===== src/rtl/fbg_pkg.sv =====
package fbg_pkg;

  typedef enum logic [1:0] {
    RATE_X1  = 2'd0,
    RATE_X2  = 2'd1,
    RATE_X4  = 2'd2,
    RATE_RSV = 2'd3
  } rate_mode_e;

  localparam int SPB_W = 4;

  // samples per bit minus one, per rate mode (reserved code maps to x1)
  function automatic logic [SPB_W-1:0] spb_m1(input rate_mode_e m);
    case (m)
      RATE_X2: spb_m1 = SPB_W'(7);
      RATE_X4: spb_m1 = SPB_W'(3);
      default: spb_m1 = SPB_W'(15);
    endcase
  endfunction

endpackage


===== src/rtl/fbg_cfg_regs.sv =====
module fbg_cfg_regs
  import fbg_pkg::*;
#(
  parameter int INT_W   = 16,
  parameter int FRAC_W  = 4,
  parameter int RST_INT = 1
) (
  input  logic              clk,
  input  logic              rst,
  input  logic              int_we,
  input  logic [INT_W-1:0]  int_wdata,
  input  logic              frac_we,
  input  logic [FRAC_W-1:0] frac_wdata,
  input  logic              mode_we,
  input  logic [1:0]        mode_wdata,
  output logic [INT_W-1:0]  div_int,
  output logic [FRAC_W-1:0] div_frac,
  output rate_mode_e        rate_mode,
  output logic              restart
);

  always_ff @(posedge clk) begin
    if (rst) begin
      div_int   <= INT_W'(RST_INT);
      div_frac  <= '0;
      rate_mode <= RATE_X1;
    end else begin
      if (int_we)  div_int   <= int_wdata;
      if (frac_we) div_frac  <= frac_wdata;
      if (mode_we) rate_mode <= rate_mode_e'(mode_wdata);
    end
  end

  // any write realigns the dividers in the same edge that loads the value
  assign restart = int_we | frac_we | mode_we;

endmodule


===== src/rtl/fbg_frac_div.sv =====
module fbg_frac_div #(
  parameter int INT_W  = 16,
  parameter int FRAC_W = 4
) (
  input  logic              clk,
  input  logic              rst,
  input  logic              restart,
  input  logic [INT_W-1:0]  div_int,
  input  logic [FRAC_W-1:0] div_frac,
  output logic              tick_pre,
  output logic              sample_tick
);

  localparam int CNT_W = INT_W + 1;

  logic [CNT_W-1:0]  cnt;
  logic [FRAC_W-1:0] acc;
  logic [FRAC_W-1:0] acc_sum;
  logic              carry;
  logic [INT_W-1:0]  n_eff;
  logic [CNT_W-1:0]  len_m1;

  always_comb begin
    n_eff            = (div_int == '0) ? INT_W'(1) : div_int;
    {carry, acc_sum} = {1'b0, acc} + {1'b0, div_frac};
    len_m1           = CNT_W'(n_eff) - CNT_W'(1) + CNT_W'(carry);
    tick_pre         = (cnt >= len_m1);
  end

  always_ff @(posedge clk) begin
    if (rst || restart) begin
      cnt         <= '0;
      acc         <= '0;
      sample_tick <= 1'b0;
    end else if (tick_pre) begin
      cnt         <= '0;
      acc         <= acc_sum;
      sample_tick <= 1'b1;
    end else begin
      cnt         <= cnt + CNT_W'(1);
      sample_tick <= 1'b0;
    end
  end

endmodule


===== src/rtl/fbg_bit_div.sv =====
module fbg_bit_div
  import fbg_pkg::*;
(
  input  logic       clk,
  input  logic       rst,
  input  logic       restart,
  input  logic       tick_pre,
  input  rate_mode_e rate_mode,
  output logic       bit_tick
);

  logic [SPB_W-1:0] scnt;
  logic [SPB_W-1:0] last_idx;

  assign last_idx = spb_m1(rate_mode);

  always_ff @(posedge clk) begin
    if (rst || restart) begin
      scnt     <= '0;
      bit_tick <= 1'b0;
    end else if (tick_pre) begin
      if (scnt >= last_idx) begin
        scnt     <= '0;
        bit_tick <= 1'b1;
      end else begin
        scnt     <= scnt + SPB_W'(1);
        bit_tick <= 1'b0;
      end
    end else begin
      bit_tick <= 1'b0;
    end
  end

endmodule


===== src/rtl/frac_baud_gen.sv =====
module frac_baud_gen
  import fbg_pkg::*;
#(
  parameter int INT_W   = 16,
  parameter int FRAC_W  = 4,
  parameter int RST_INT = 1
) (
  input  logic              clk,
  input  logic              rst,
  input  logic              int_we,
  input  logic [INT_W-1:0]  int_wdata,
  input  logic              frac_we,
  input  logic [FRAC_W-1:0] frac_wdata,
  input  logic              mode_we,
  input  logic [1:0]        mode_wdata,
  output logic              sample_tick,
  output logic              bit_tick
);

  logic [INT_W-1:0]  div_int;
  logic [FRAC_W-1:0] div_frac;
  rate_mode_e        rate_mode;
  logic              restart;
  logic              tick_pre;

  fbg_cfg_regs #(
    .INT_W   (INT_W),
    .FRAC_W  (FRAC_W),
    .RST_INT (RST_INT)
  ) u_cfg (
    .clk        (clk),
    .rst        (rst),
    .int_we     (int_we),
    .int_wdata  (int_wdata),
    .frac_we    (frac_we),
    .frac_wdata (frac_wdata),
    .mode_we    (mode_we),
    .mode_wdata (mode_wdata),
    .div_int    (div_int),
    .div_frac   (div_frac),
    .rate_mode  (rate_mode),
    .restart    (restart)
  );

  fbg_frac_div #(
    .INT_W  (INT_W),
    .FRAC_W (FRAC_W)
  ) u_frac (
    .clk         (clk),
    .rst         (rst),
    .restart     (restart),
    .div_int     (div_int),
    .div_frac    (div_frac),
    .tick_pre    (tick_pre),
    .sample_tick (sample_tick)
  );

  fbg_bit_div u_bit (
    .clk       (clk),
    .rst       (rst),
    .restart   (restart),
    .tick_pre  (tick_pre),
    .rate_mode (rate_mode),
    .bit_tick  (bit_tick)
  );

endmodule


===== config.mk =====
export PLATFORM = sky130hd
export DESIGN_NAME = frac_baud_gen
export DESIGN_NICKNAME = d
export VERILOG_FILES = /design/src/rtl/fbg_pkg.sv /design/src/rtl/fbg_cfg_regs.sv /design/src/rtl/fbg_frac_div.sv /design/src/rtl/fbg_bit_div.sv /design/src/rtl/frac_baud_gen.sv
export SDC_FILE = /design/constraint.sdc
export NUM_CORES = 1
export LEC_CHECK = 0
export BUFFER_PORTS_ARGS = -buffer_cell sky130_fd_sc_hd__buf_2
export CAP_MARGIN = 20
export CORE_ASPECT_RATIO = 0.9
export CORE_UTILIZATION = 30
export DETAILED_ROUTE_END_ITERATION = 10
export GPL_ROUTABILITY_DRIVEN = 1
export GPL_TIMING_DRIVEN = 0
export PLACE_DENSITY = 0.49
export SYNTH_ARGS = -nofsm -noshare
export SYNTH_HDL_FRONTEND = slang
export SYNTH_SLANG_ARGS = --single-unit

===== constraint.sdc =====
create_clock -name clk -period 4.75 [get_ports clk]
set_input_delay 0.95 -clock clk [delete_from_list [all_inputs] [get_ports clk]]
set_output_delay 0.95 -clock clk [all_outputs]
set_load 0.005 [all_outputs]

---- Yosys cells after proc, flatten, opt, wreduce, memory -nomap -nowiden ----
Index checks and enable logic that the tools add are counted.
cells by class
  bitwise gates (word level) .............. 3
  divide/modulo/power cells ............... 0
  shift operators ......................... 0
  multipliers ............................. 0
  magnitude comparators ................... 2
  $add $sub $neg .......................... 5
  reductions and logical operators ........ 4
  multiplexer cells ....................... 5
  equality and inequality tests ........... 2
operators with widths
  operator                                             number
  adder 17 x 1 -> 17 bit                               1
  adder 17 x 1 -> 17 bit (second input constant)       1
  >= comparator 17 bit                                 1
  subtractor 16 x 1 -> 17 bit (second input constant)  1
  zero test 16 bit                                     1
  two-way mux 16 bit                                   1
  case mux 4 bit (2 select lines)                      1
  adder 4 x 4 -> 5 bit                                 1
  adder 4 x 1 -> 4 bit (second input constant)         1
  >= comparator 4 bit                                  1
  two-way mux 4 bit                                    1
  OR reduction 2 bit                                   2
  == test 2 x 1 -> 1 bit (second input constant)       1
  == test 2 bit (second input constant)                1
  two-way mux 1 bit                                    2
  OR 1 bit                                             2
  logical OR 1 bit                                     1
  NOT 1 bit                                            1
word-level totals
  bits in registers ....................... 49
  latch bits .............................. 0
  memory bits (writable) .................. 0
  memories kept ........................... 0
  bits in read-only memories .............. 0
  bits of input ports ..................... 27
  logic and storage cells ................. 29

---- Depth between registers and ports, before layout ----
  depth in word-level cells ............... 7
  mapped depth ............................ 19
  gate-level depth less buffers ........... 18

---- By module ----
Synthesis repeated with hierarchy kept, for this count alone.
second synthesis, totals
  cell total of the unflattened synthesis .. 303
  area total of the unflattened synthesis .. 2,806.4 um^2
modules (own cells, without submodules)
  module        cells each  area an instance (um^2)  times used
  fbg_frac_div  195         1,662.8                  1
  fbg_cfg_regs  72          795.8                    1
  fbg_bit_div   36          347.8                    1

---- Worst setup path before layout ----
No wires, ideal clock.
  path type ............................... flip-flop to flip-flop
  start ................................... register u_cfg.div_frac[0]
  end ..................................... register u_bit.scnt[0]
  arrival ................................. 3.620 ns
  cell stages (with the launch flop) ...... 19
  path buffers ............................ 0
  required time ........................... 4.678 ns
  clock period less this slack ............ 3.692 ns
  path slack .............................. 1.058 ns
  cells stage by stage .................... dfxtp_1 ha_1 inv_1 fa_1 inv_1 a21o_1 a21oi_1 ha_1 ha_1 nand3b_1 nor2_1 nand2_1 xor2_1 ha_1 a21o_1 a21o_1 a22o_1 nor3_2 mux2i_1
on the way
  cells in the longest elaborated chain, start to end .. 3
RTL lines
  item                    RTL line            text
  start, declared         fbg_cfg_regs.sv:17  output logic [FRAC_W-1:0] div_frac,
  start signal, assigned  fbg_cfg_regs.sv:29  if (frac_we) div_frac <= frac_wdata;
  adder 4 x 4 -> 5 bit    fbg_frac_div.sv:25  {carry, acc_sum} = {1'b0, acc} + {1'b0, div_frac};
  adder 17 x 1 -> 17 bit  fbg_frac_div.sv:26  len_m1 = CNT_W'(n_eff) - CNT_W'(1) + CNT_W'(carry);
  >= comparator 17 bit    fbg_frac_div.sv:27  tick_pre = (cnt >= len_m1);
  end signal, assigned    fbg_bit_div.sv:26   scnt <= scnt + SPB_W'(1);
  end, declared           fbg_bit_div.sv:12   logic [SPB_W-1:0] scnt;
No other way between the ends.
A chain may end at the register's enable or synchronous reset.

---- Final worst setup path ----
  start ................................... register u_cfg.div_frac[0]
  end ..................................... register u_frac.acc[0]
on the way
  cells in the longest elaborated chain, start to end .. 3
RTL lines
  item                    RTL line            text
  adder 4 x 4 -> 5 bit *  fbg_frac_div.sv:25
  adder 17 x 1 -> 17 bit  fbg_frac_div.sv:26
  >= comparator 17 bit    fbg_frac_div.sv:27
  end signal, assigned    fbg_frac_div.sv:37  acc <= acc_sum;
  end, declared           fbg_frac_div.sv:17  logic [FRAC_W-1:0] acc;
Mark *: on every way between the ends. The rest lies on a longest branch, timed or not.

==> qor.txt <==
I/O Pins = 29
Final clock skew = 13.9 ps
Cell count after synthesis = 310
RePlAce Congestion = 0.776
Share of the synthesized netlist area taken by xor and xnor gates = 0.0979
CTS Sinks = 49
Overall die area = 0.00964 mm^2
Slew @ Worst Pin = 871 ps
Tightest slew margin relative to the limit = 0.414
Post-detailed-route DRC marker count = 0
Detailed-route via count = 2,215
Number of setup violations in the final report = 0
Cell seen most often among critical-path stages = sky130_fd_sc_hd__ha_1
Post-synthesis compound-gate area fraction = 0.0735
Yosys synthesis warning count = 0
Capturing element type of the critical path = register
Number of hold-repair buffers added at the cts stage = 0
Critical path peak fanout = 9
Hold slack = 475 ps
Root buffer cell = sky130_fd_sc_hd__clkbuf_8
Register bit count reported by yosys = 49
Most common cell after layout, fill and taps aside = sky130_fd_sc_hd__nor2_1
Number of flops mapped to enable cells by yosys = 0
Area share of the largest cell type after synthesis = 0.354
Growth of design area from synthesis to finish = 13.3%
Core box area = 0.00877 mm^2
RSZ-0062 raised after global routing = false
Arrival time of the worst setup path = 4610 ps
Routed wirelength normalized by instance count = 12.5 um
Quantity of gates resized following cts = 0
Area leader, netlist = sky130_fd_sc_hd__dfxtp_1
Buffers added on ports = 26
Count of max-cap constraint violations = 0
Worst min path class = register to register
DP Cell Count = 455
Die X-Extent = 103 um
Share of synthesized area occupied by flip-flops and latches = 0.354
Sum of internal, switching and leakage power = 798 uW
Row Count = 32
Final max-slew violation count = 0
Cell area reported after detailed placement = 0.00305 mm^2
Leftover overflow at the end of global routing = 0
Final-layout setup total negative slack = 0 ps
Post-Synthesis Net Count = 366
Sequence of cells on the critical path = ha_1 > inv_1 > fa_1 > inv_1 > a21o_1 > a21oi_1 > ha_1 > ha_1 > nand3b_1 > nor2_1 > nand2_1 > xor2_1 > ha_1 > a21o_1 > a21o_1 > a22o_1 > nor3_2 > mux2i_1
Final-stage net count = 399
Commonest cells after routing, fill and taps aside = 53 x sky130_fd_sc_hd__nor2_1, 49 x sky130_fd_sc_hd__dfxtp_1, 28 x sky130_fd_sc_hd__buf_2, 28 x sky130_fd_sc_hd__ha_1, 26 x sky130_fd_sc_hd__mux2i_1
Type of the setup path with the least slack = register to register
Clock Tree Buf Depth = 2
Via count of the first global-routing pass = 2,145
Minimum setup slack in the final design = 373 ps
Post-CTS setup buffers = 0
Worst Path Required = 4980 ps
Final count of hold timing violations = 0
Cell family with most CP delay = adder cells
Pleak = 1.36 nW
Final Core Density = 0.358
Floorplan die height = 93.2 um
Clock-pin transition on the worst setup and hold timing paths = 90 ps
Status = finished clean
Main combinational cell family by area after synthesis = simple AND/OR/NAND/NOR gates
Post-detailed-placement half-perimeter wirelength = 4.54 mm
Critical-path top delay cell = sky130_fd_sc_hd__nor3_2
Layout cell share with drive strength beyond 1 = 0.120
Adder-cell share of the synthesized area = 0.134
Setup slack after placement = 310 ps
GRT Overall Usage = 0.136
FFs w/ async S/R, synth = 0
Highest clock frequency the design can meet = 228 MHz
Drt via density = 4.79
Mean cell area of the mapped netlist = 8.95 um^2
Largest net degree at the start of global routing = 15
Simple-Gate Fraction of Synth Area = 0.214
Peak VDD IR = 0.000112 V
Initial antenna violation count = 0
DRT iter0 DRCs = 82
Starting density of the core = 0.316
Period minus WS final = 4380 ps
Top cells by area in the synthesized netlist = sky130_fd_sc_hd__dfxtp_1 35%, sky130_fd_sc_hd__ha_1 13%, sky130_fd_sc_hd__mux2i_1 9.4%
Setup crit start kind = register
Crit path buf inv count = 2
Max stage delay on crit path = 680 ps
Synth Flop Type = sky130_fd_sc_hd__dfxtp_1
Final antenna diode count = 0
Number of H-tree levels = 2
Multiplexer area fraction after synthesis = 0.0938
Power per standard cell area = 254 mW/mm^2
Number of buffers inserted during clock tree synthesis = 5
TritonCTS clock tree = done
Area of the mapped netlist = 0.00277 mm^2
Finished Cell Area = 0.00314 mm^2
Final antenna-violating net count = 0
First-pass GRT wire length = 10.1 mm
Number of distinct standard cells referenced by the synthesized netlist = 41
Count of non-filler cells in the finished layout = 462
WL final = 5.76 mm
Clock latency reported for the late side of the worst-skew pair = 310 ps
Length of the first detailed-routing pass in iterations = 4
Final period util = 0.922
## worst reg2reg max path: cells and delay by family, from the launching register on
| family | cells | cell delay (ps) |
|---|---|---|
| muxes | 1 | 310 |
| buffers and inverters | 2 | 120 |
| xor gates and xnor gates | 1 | 160 |
| adders and majority gates | 5 | 1190 |
| AOI/OAI and AO/OA | 5 | 1020 |
| and+or+nand+nor | 4 | 1180 |
| DFF | 1 | 320 |
## state kept, by name, indices dropped and copies added (netlist names)
signal,cells
u_frac.cnt,17
u_cfg.div_int,16
u_bit.scnt,4
u_cfg.div_frac,4
u_frac.acc,4
u_cfg.rate_mode,2
u_bit.bit_tick,1
u_frac.sample_tick,1
## cells in the mapped netlist, types with 3 or more instances
master                     number
sky130_fd_sc_hd__nand4_1       11
sky130_fd_sc_hd__o21ai_0        4
sky130_fd_sc_hd__ha_1          28
sky130_fd_sc_hd__inv_1         12
sky130_fd_sc_hd__nand3_1       10
sky130_fd_sc_hd__and3_1         3
sky130_fd_sc_hd__xor2_1        11
sky130_fd_sc_hd__nor2_1        53
sky130_fd_sc_hd__a21oi_1        9
sky130_fd_sc_hd__xnor2_1       20
sky130_fd_sc_hd__mux2i_1       26
sky130_fd_sc_hd__nor3_1         6
sky130_fd_sc_hd__clkbuf_1       3
sky130_fd_sc_hd__a21o_1         6
sky130_fd_sc_hd__nor4_1         8
sky130_fd_sc_hd__dfxtp_1       49
sky130_fd_sc_hd__nand2_1       20
## path summary, 6_finish.rpt
kind	from	endpoint	slack [ps]	depth (start not counted)
setup / recovery	u_cfg.div_frac[0]$_SDFFE_PP0P_	u_frac.acc[0]$_SDFFE_PP0P_	370	18
hold / removal	u_frac.acc[3]$_SDFFE_PP0P_	u_frac.acc[3]$_SDFFE_PP0P_	470	2
setup reg to reg	u_cfg.div_frac[0]$_SDFFE_PP0P_	u_frac.acc[0]$_SDFFE_PP0P_	370	18
hold reg to reg	u_frac.acc[3]$_SDFFE_PP0P_	u_frac.acc[3]$_SDFFE_PP0P_	470	2
## cell type report
| class | count | area, um^2 |
|---|---|---|
| clock inverter | 1 | 7.51 |
| tap | 119 | 149 |
| inverter | 12 | 45.0 |
| buffer | 8 | 47.5 |
| clock buffer | 6 | 82.6 |
| multi-input combinational | 241 | 1700 |
| timing repair buffer | 26 | 130 |
| fill | 909 | 5630 |
| sequential | 49 | 981 |
## cell families after synthesis
family,Yosys count
AND/OR/NAND/NOR,124
multiplexers,26
AO/OA/AOI/OAI,31
XOR/XNOR,31
flip-flops,49
buffers and inverters,20
adder cells (fa/ha/maj),29
## power by group
group	switching (mW)	internal, mW	total [mW]
clock network	0.140	0.115	0.255
registers	0.0119	0.422	0.434
logic	0.0584	0.0509	0.109
## routing by layer
metal	global-route usage	share of wire	vias to the layer above
met3	0.0202	0.024	10
met1	0.187	0.52	1005
li1	-	-	1159
met2	0.205	0.43	41
met4	0.0681	0.025	0
met5	0	0	-
Power figures use the tool's default switching activity.
